===== config.mk =====
export PLATFORM = sky130hd
export DESIGN_NAME = fdc_host_port
export DESIGN_NICKNAME = d
export VERILOG_FILES = /design/src/rtl/fdc_host_port.sv
export SDC_FILE = /design/constraint.sdc
export NUM_CORES = 1
export LEC_CHECK = 0
export ABC_CLOCK_PERIOD_IN_PS = 1490
export BUFFER_PORTS_ARGS = -buffer_cell sky130_fd_sc_hd__buf_4
export CAP_MARGIN = 20
export CORE_MARGIN = 2
export CORE_UTILIZATION = 45
export CTS_CLUSTER_DIAMETER = 50
export CTS_CLUSTER_SIZE = 24
export DETAILED_ROUTE_END_ITERATION = 6
export PLACE_DENSITY = 0.65
export SLEW_MARGIN = 20
export SYNTH_ARGS = -nofsm -noshare
export SYNTH_HDL_FRONTEND = slang
export SYNTH_SLANG_ARGS = --single-unit

===== constraint.sdc =====
create_clock -name clk -period 1.49 [get_ports clk]
set_clock_uncertainty 0.1 [all_clocks]
set_input_delay 0.0745 -clock clk [delete_from_list [all_inputs] [get_ports clk]]
set_output_delay 0.0745 -clock clk [all_outputs]
set_load 0.01 [all_outputs]

===== src/rtl/fdc_host_port.sv =====
module fdc_host_port (
  input  logic        clk,
  input  logic        rst_n,
  input  logic [4:0]  io_addr,
  input  logic        io_rd,
  input  logic        io_wr,
  input  logic [7:0]  io_wdata,
  output logic [7:0]  io_rdata,
  input  logic [3:0]  drv_present_dd,
  input  logic [1:0]  drv_present_sd,
  output logic        eng_start,
  output logic        eng_chan,
  output logic [15:0] eng_pb_addr,
  input  logic        eng_done,
  input  logic        eng_done_chan,
  input  logic [7:0]  eng_done_err,
  input  logic [1:0]  eng_done_icw,
  output logic        irq
);

  localparam logic [3:0] OFF_STAT = 4'd0;
  localparam logic [3:0] OFF_TYPE = 4'd1;
  localparam logic [3:0] OFF_GO   = 4'd2;
  localparam logic [3:0] OFF_RES  = 4'd3;
  localparam logic [3:0] OFF_RST  = 4'd7;
  localparam logic [1:0] TYPE_ERR = 2'd0;
  localparam logic [1:0] TYPE_RDY = 2'd2;

  logic       ch;
  logic [3:0] off;
  assign ch  = io_addr[4];
  assign off = io_addr[3:0];

  logic [3:0] rdy_dd, prev_dd;
  logic [1:0] rdy_sd, prev_sd;
  logic [1:0] intff, pend;
  logic [1:0] rtype_q [2];
  logic [7:0] err_q   [2];
  logic [7:0] lo_q    [2];
  logic [1:0] icw_q   [2];

  logic any_rise, rst_port;
  assign any_rise = |(drv_present_dd & ~prev_dd) | |(drv_present_sd & ~prev_sd);
  assign rst_port = io_wr && off == OFF_RST;

  always_ff @(posedge clk or negedge rst_n) begin
    if (!rst_n) begin
      rdy_dd      <= '0;
      rdy_sd      <= '0;
      prev_dd     <= '0;
      prev_sd     <= '0;
      intff       <= '0;
      pend        <= '0;
      eng_start   <= 1'b0;
      eng_chan    <= 1'b0;
      eng_pb_addr <= '0;
      for (int c = 0; c < 2; c++) begin
        rtype_q[c] <= TYPE_ERR;
        err_q[c]   <= '0;
        lo_q[c]    <= '0;
        icw_q[c]   <= '0;
      end
    end else begin
      eng_start <= 1'b0;
      prev_dd   <= drv_present_dd;
      prev_sd   <= drv_present_sd;
      rdy_dd    <= rdy_dd | drv_present_dd;
      rdy_sd    <= rdy_sd | drv_present_sd;
      for (int c = 0; c < 2; c++) begin
        if (io_rd && ch == c[0] && off == OFF_RES && rtype_q[c] == TYPE_RDY && pend[c]) begin
          pend[c]    <= 1'b0;
          rtype_q[c] <= TYPE_ERR;
        end
        if (io_rd && ch == c[0] && off == OFF_TYPE)
          intff[c] <= 1'b0;
        if (any_rise) begin
          pend[c]    <= 1'b1;
          rtype_q[c] <= TYPE_RDY;
        end
        if (eng_done && eng_done_chan == c[0]) begin
          intff[c]   <= 1'b1;
          rtype_q[c] <= TYPE_ERR;
          err_q[c]   <= eng_done_err;
          icw_q[c]   <= eng_done_icw;
        end
        if (io_wr && ch == c[0] && off == OFF_TYPE)
          lo_q[c] <= io_wdata;
        if (rst_port) begin
          intff[c]   <= 1'b0;
          pend[c]    <= 1'b0;
          rtype_q[c] <= TYPE_ERR;
          err_q[c]   <= '0;
        end
      end
      if (io_wr && off == OFF_GO) begin
        eng_start   <= 1'b1;
        eng_chan    <= ch;
        eng_pb_addr <= {io_wdata, lo_q[ch]};
      end
      if (rst_port) begin
        rdy_dd <= drv_present_dd;
        rdy_sd <= drv_present_sd;
      end
    end
  end

  logic [7:0] stat_dd, stat_sd, chg_dd, chg_sd, rd_val;
  assign stat_dd = {1'b0, rdy_dd[3], rdy_dd[2], 1'b1, 1'b1, intff[0], rdy_dd[1], rdy_dd[0]};
  assign stat_sd = {4'b0, 1'b1, intff[1], rdy_sd[1], rdy_sd[0]};
  assign chg_dd  = {rdy_dd[1], rdy_dd[0], rdy_dd[3], rdy_dd[2], 4'b0};
  assign chg_sd  = {rdy_sd[1], rdy_sd[0], 6'b0};

  always_comb begin
    rd_val = '0;
    case (off)
      OFF_STAT: rd_val = ch ? stat_sd : stat_dd;
      OFF_TYPE: rd_val = {6'b0, rtype_q[ch]};
      OFF_RES:  rd_val = (rtype_q[ch] == TYPE_RDY && pend[ch]) ? (ch ? chg_sd : chg_dd) : err_q[ch];
      default:  rd_val = '0;
    endcase
  end

  assign io_rdata = io_rd ? rd_val : 8'h00;
  assign irq = (intff[0] && icw_q[0] == 2'b00) || (intff[1] && icw_q[1] == 2'b00);

  p_stat_b7_r1: assert property (@(posedge clk) disable iff (!rst_n)
    io_rd && off == OFF_STAT |-> !io_rdata[7]);

  p_type_clr_r4: assert property (@(posedge clk) disable iff (!rst_n)
    io_rd && !ch && off == OFF_TYPE && !eng_done && !rst_port |=> !intff[0]);

  p_start_src_r5: assert property (@(posedge clk) disable iff (!rst_n)
    eng_start |-> $past(io_wr) && $past(io_addr[3:0]) == OFF_GO);

  p_done_set_r6: assert property (@(posedge clk) disable iff (!rst_n)
    eng_done && eng_done_chan && !rst_port |=> intff[1] && rtype_q[1] == TYPE_ERR);

  p_irq_src_r9: assert property (@(posedge clk) disable iff (!rst_n)
    irq |-> intff != 2'b00);

  p_rst_port_r10: assert property (@(posedge clk) disable iff (!rst_n)
    rst_port |=> intff == 2'b00 && pend == 2'b00);

endmodule


* Yosys cells after proc, flatten, opt, wreduce, memory -nomap -nowiden
Index checks and enable logic that the tools add are counted.
Word-level totals: flip-flop bits (word level) 74, input bits 35, output and inout bits 27
Cells by class: bitwise operators 10, magnitude comparators 2, muxes and demuxes 43, eq/ne operators 7, reductions and logical operators 35
Operators by type and width (count):
- 8-bit 2-to-1 mux | 13
- 2-bit 2-to-1 mux | 12
- 8-bit case mux with 3 select lines | 1
- 1-bit logical AND | 21
- 1-bit 2-to-1 mux | 15
- 3-bit nonzero test | 4
- 4-bit by 2-bit == test with 1-bit output (second input constant) | 2
- 4-bit nonzero test | 2
- 7-bit 2-to-1 mux | 1
- 2-bit == test (second input constant) | 3
- 4-bit AND | 1
- 4-bit by 1-bit == test with 1-bit output (second input constant) | 1
- 4-bit by 3-bit == test with 1-bit output (second input constant) | 1
- 2-bit logical NOT | 2
- 4-bit logical NOT | 1
- 4-bit 2-to-1 mux | 1
- 4-bit inverter | 1
- 4-bit bitwise OR | 1
- 2-bit nonzero test | 2
- 4-bit OR reduction | 1
- 2-bit AND | 1
- 2-bit greater-or-equal comparator (second input constant) | 1
- 1-bit by 2-bit less-than comparator with 1-bit output (second input constant) | 1
- 1-bit inverter | 2
- 6 further kinds | 6

* Logic depth before layout (Yosys ltp)
word-level depth 9, depth in mapped cells 6, depth with buffers taken out 4

* Worst setup path before layout
Ideal clock, no wire load.
path type input port to flip-flop, start point in io_addr[0], end point reg eng_chan, buffers on the path 1, arrival time 1.092 ns, cell stages on the path 4, setup slack 0.171 ns, library setup time 0.128 ns, cell sequence nand2b_1 nor3b_4 buf_6 mux2_1
On the way: word-level cells in the longest chain between the ends 2
Ends and longest elaborated chain:
- from (decl) | line 4 | input logic [4:0] io_addr,
- 4-bit by 2-bit == test with 1-bit output | line 95 | if (io_wr && off == OFF_GO) begin
- 1-bit logical AND | line 95
- to (signal assigned) | line 97 | eng_chan <= ch;
- to (decl) | line 12 | output logic eng_chan,
No other way between the ends. A chain may end at the register's enable or synchronous reset.

* Worst setup path in the final report
start point reg pend[0], end point out io_rdata[2]
On the way: word-level cells in the longest chain between the ends 6
Ends and longest elaborated chain:
- from (decl) | line 36 | logic [1:0] intff, pend;
- from (signal assigned) | line 53 | pend <= '0;
- from (signal, indexed assignment) | line 71 | pend[c] <= 1'b0;
- from (signal, indexed assignment) | line 77 | pend[c] <= 1'b1;
- 1-bit 2-to-1 mux (implied by the code) (2 in series) | line 118 | OFF_RES: rd_val = (rtype_q[ch] == TYPE_RDY && pend[ch]) ? (ch ? chg_sd : chg_dd) : err_q[ch];
- 1-bit logical AND | line 118
- 8-bit 2-to-1 mux | line 118
- 8-bit case mux with 3 select lines | line 115 | case (off)
- 8-bit 2-to-1 mux | line 123 | assign io_rdata = io_rd ? rd_val : 8'h00;
- to (decl) | line 8 | output logic [7:0] io_rdata,
No other way between the ends. The select of a mux whose other input is x is not followed.

==> results.json <==
{
  "status": "complete, but fails checks",
  "violations": "negative setup slack",
  "vdd_drop_max_mv": 0.811,
  "crit_start": "pend[0]",
  "worstSetupEndpointType": "primary output",
  "dpl-instance-area_um2": 3860,
  "cts_max_level": 3,
  "power_density_nw_per_um2": 1140,
  "path_class": "flop to primary output",
  "first_global_vias": 2526,
  "synth_top_cells_by_area": "dfrtp_1 57%, mux2_2 9.9%, nand2_1 7.7%",
  "synth_nets": 328,
  "place_ws_ps": -44.4,
  "core_area_um2": 6790,
  "synth-async-reset-ratio_pct": 100,
  "synth_top_area_share_pct": 56.8,
  "drt_first_pass_iters": 4,
  "clockPowerShare_pct": 32.5,
  "fin_setup_tns_ps": -1780,
  "wl_met2_mm": 3.74,
  "synth_ff_type": "dfrtp_1",
  "tightest_slew_ps": 539,
  "vias_per_cell": 4.96,
  "cp_data_arrival_time_ps": 1570,
  "gp_congestion": 0.861,
  "maxSlewHeadroom_pct": 64.1,
  "cts_tree": "built",
  "hold_class": "primary input to flop",
  "ys_seq_area_share_pct": 56.8,
  "synth.largest_area_cell": "dfrtp_1",
  "max_freq_mhz": 574,
  "fin_crit_sh_pct": 117,
  "die_w_um": 87.9,
  "port_buffers": 61,
  "worstHoldStart": "io_rd",
  "rows": 30,
  "p_switching_mw": 1.35,
  "timing.hold.ws_ps": 31.7,
  "dr_wl_met3_um": 268,
  "vias": 2490,
  "ant_nets": 0,
  "routed.top_layer": "met4",
  "layout.nets": 436,
  "drcViolationCount": 0,
  "yosys_warnings": 0,
  "wire_per_inst_um": 14.7,
  "overflow": 0,
  "synth_cell_types": 34,
  "reg2reg_from": "prev_sd[0]",
  "clockRootBuffer": "clkbuf_8",
  "holdPathStages": 4,
  "antenna_found_initial": 0,
  "path_max_fanout": 6,
  "synth-edff-count": 0,
  "grt_first_pass_wirelength_mm": 12.3,
  "p_sw_share_pct": 26.9,
  "fill_cells": 557,
  "fp.dieH_um": 87.9,
  "grt.total_usage_pct": 21.0,
  "clock-sinks": 72,
  "fin_crit_ps": 1740,
  "reg2regPathDepth": 4,
  "area_delta_synth_final_pct": 39.3,
  "comb_power_share_pct": 19.8,
  "post-route-util_pct": 65.0,
  "drtIter0Drc": 81,
  "worstSetupStartpointType": "flop",
  "finalWorstSetupSlack_ps": -252,
  "grt_max_degree": 31,
  "p_int_mw": 3.67,
  "pwr-share-seq_pct": 47.7,
  "clk_pin_slew_ps": 80,
  "initial_utilization_pct": 46.7,
  "hold_viol_final": 0,
  "syn_area_per_cell_um2": 10.8,
  "synth_commonest_cells": "72 x dfrtp_1, 65 x nand2_1, 30 x a21oi_1, 28 x mux2_2, 17 x nor2_1",
  "cap_viol_max_count": 0,
  "routed_wl_mm": 7.36,
  "die_area_um2": 7730,
  "ys_ff_latch": 72,
  "cp.required_ps": 1320,
  "postLayoutCellArea_um2": 4420,
  "yosysMostFrequentCell": "dfrtp_1",
  "finalSetupViolCount": 8,
  "antenna_cells": 0,
  "final_layout_size_suffix_gt1_share_pct": 34.5,
  "power_leakage_nw": 2.09,
  "synthCells": 293,
  "clk_latency_ps": 350,
  "drv_slew": 0,
  "clk_path_buf_depth": 2,
  "wirelength_met1_mm": 3.28,
  "place_hpwl_mm": 5.05,
  "cts_inserted_buffers": 9,
  "netlist_area_um2": 3170,
  "rsz0062_at_grt": "yes",
  "ios": 62
}
## cells in the final DEF (no fill, tap or decap), types with 2 or more instances in the layout
master and n:
clkinv_4 2, mux2_2 27, buf_6 4, o22ai_1 3, nand3_1 4, o21ai_1 2, o21ai_0 5, dlygate4sd3_1 26
a211oi_2 2, nand2_2 2, and2_1 2, buf_12 3, nor2b_1 2, a31oi_1 2, inv_1 6, nand2b_1 5
a22o_1 3, a211oi_1 2, a21oi_1 29, dfrtp_1 72, nand2_1 63, mux2i_1 14, clkbuf_8 11, buf_4 75
nor2_1 17, nand3_2 3, mux2_1 3
## kinds of logic after synthesis
kind of cell / after synthesis / synth area share [%]
flops: 72 / 56.8
mux: 45 / 15.4
simple gates: 108 / 16.2
compound gates: 51 / 9.04
buf+inv: 17 / 2.49
## metal layers
metal | up-vias | track usage (%)
li1 | 1225 | -
met1 | 1207 | 26.1
met2 | 52 | 35.5
met3 | 6 | 6.69
met4 | 0 | 5.45
met5 | - | 0
## flip-flops by register name, summed over array words and instances (netlist names)
| name | cells |
|---|---|
| eng_pb_addr | 16 |
| err_q | 16 |
| lo_q | 16 |
| icw_q | 4 |
| prev_dd | 4 |
| rdy_dd | 4 |
| intff | 2 |
| pend | 2 |
| prev_sd | 2 |
| rdy_sd | 2 |
| rtype_q | 2 |
| eng_chan | 1 |
| eng_start | 1 |
## critical path, stage by stage (launching register included)
cell     delay (ps)
dfrtp_1         400
nand2_2         110
mux2_4          330
a31oi_1         170
nor2_1           70
buf_4           140
## final cells by class
type / instances / area, um2 / area share, %
clock inverter: 5 / 63.8 / 1.44
inverter: 6 / 22.5 / 0.510
sequential: 72 / 1800 / 40.8
tap: 96 / 120 / 2.72
timing repair buffer: 108 / 928 / 21.0
multi-input combinational: 204 / 1330 / 30.1
clock buffer: 11 / 151 / 3.43
## through the flow
step	power (mW)	std cells
after floorplan	2.88	293
after global placement	3.32	456
after detailed placement	3.36	456
after CTS	5.07	499
after global routing	5.30	502
final	5.02	502
## power by group through the flow
stage | clock (mW) | combinational, mW | sequential [mW]
detailed placement | 0 | 0.926 | 2.43
global placement | 0 | 0.902 | 2.42
finish | 1.63 | 0.995 | 2.39
CTS | 1.67 | 1.00 | 2.40
global route | 1.76 | 1.10 | 2.44
floorplan | 0 | 0.420 | 2.46
## worst paths after layout
kind	slack, ps	to
min in group asynchronous	90	err_q[13]
worst min register to register	380	rdy_sd[1]
max in group asynchronous	710	eng_start
worst max-delay path	-250	io_rdata[2]
worst min-delay path	30	intff[0]
worst max register to register	260	rtype_q[1]
## what timing repair did
action,4_1_cts,5_1_grt
gates resized for setup,12,3
setup buffers,1,3
pin swaps,7,6
hold buffers,26,0
setup endpoints to repair,8,8
endpoints found under the hold margin,129,0
(Power assumes the default switching activity.)
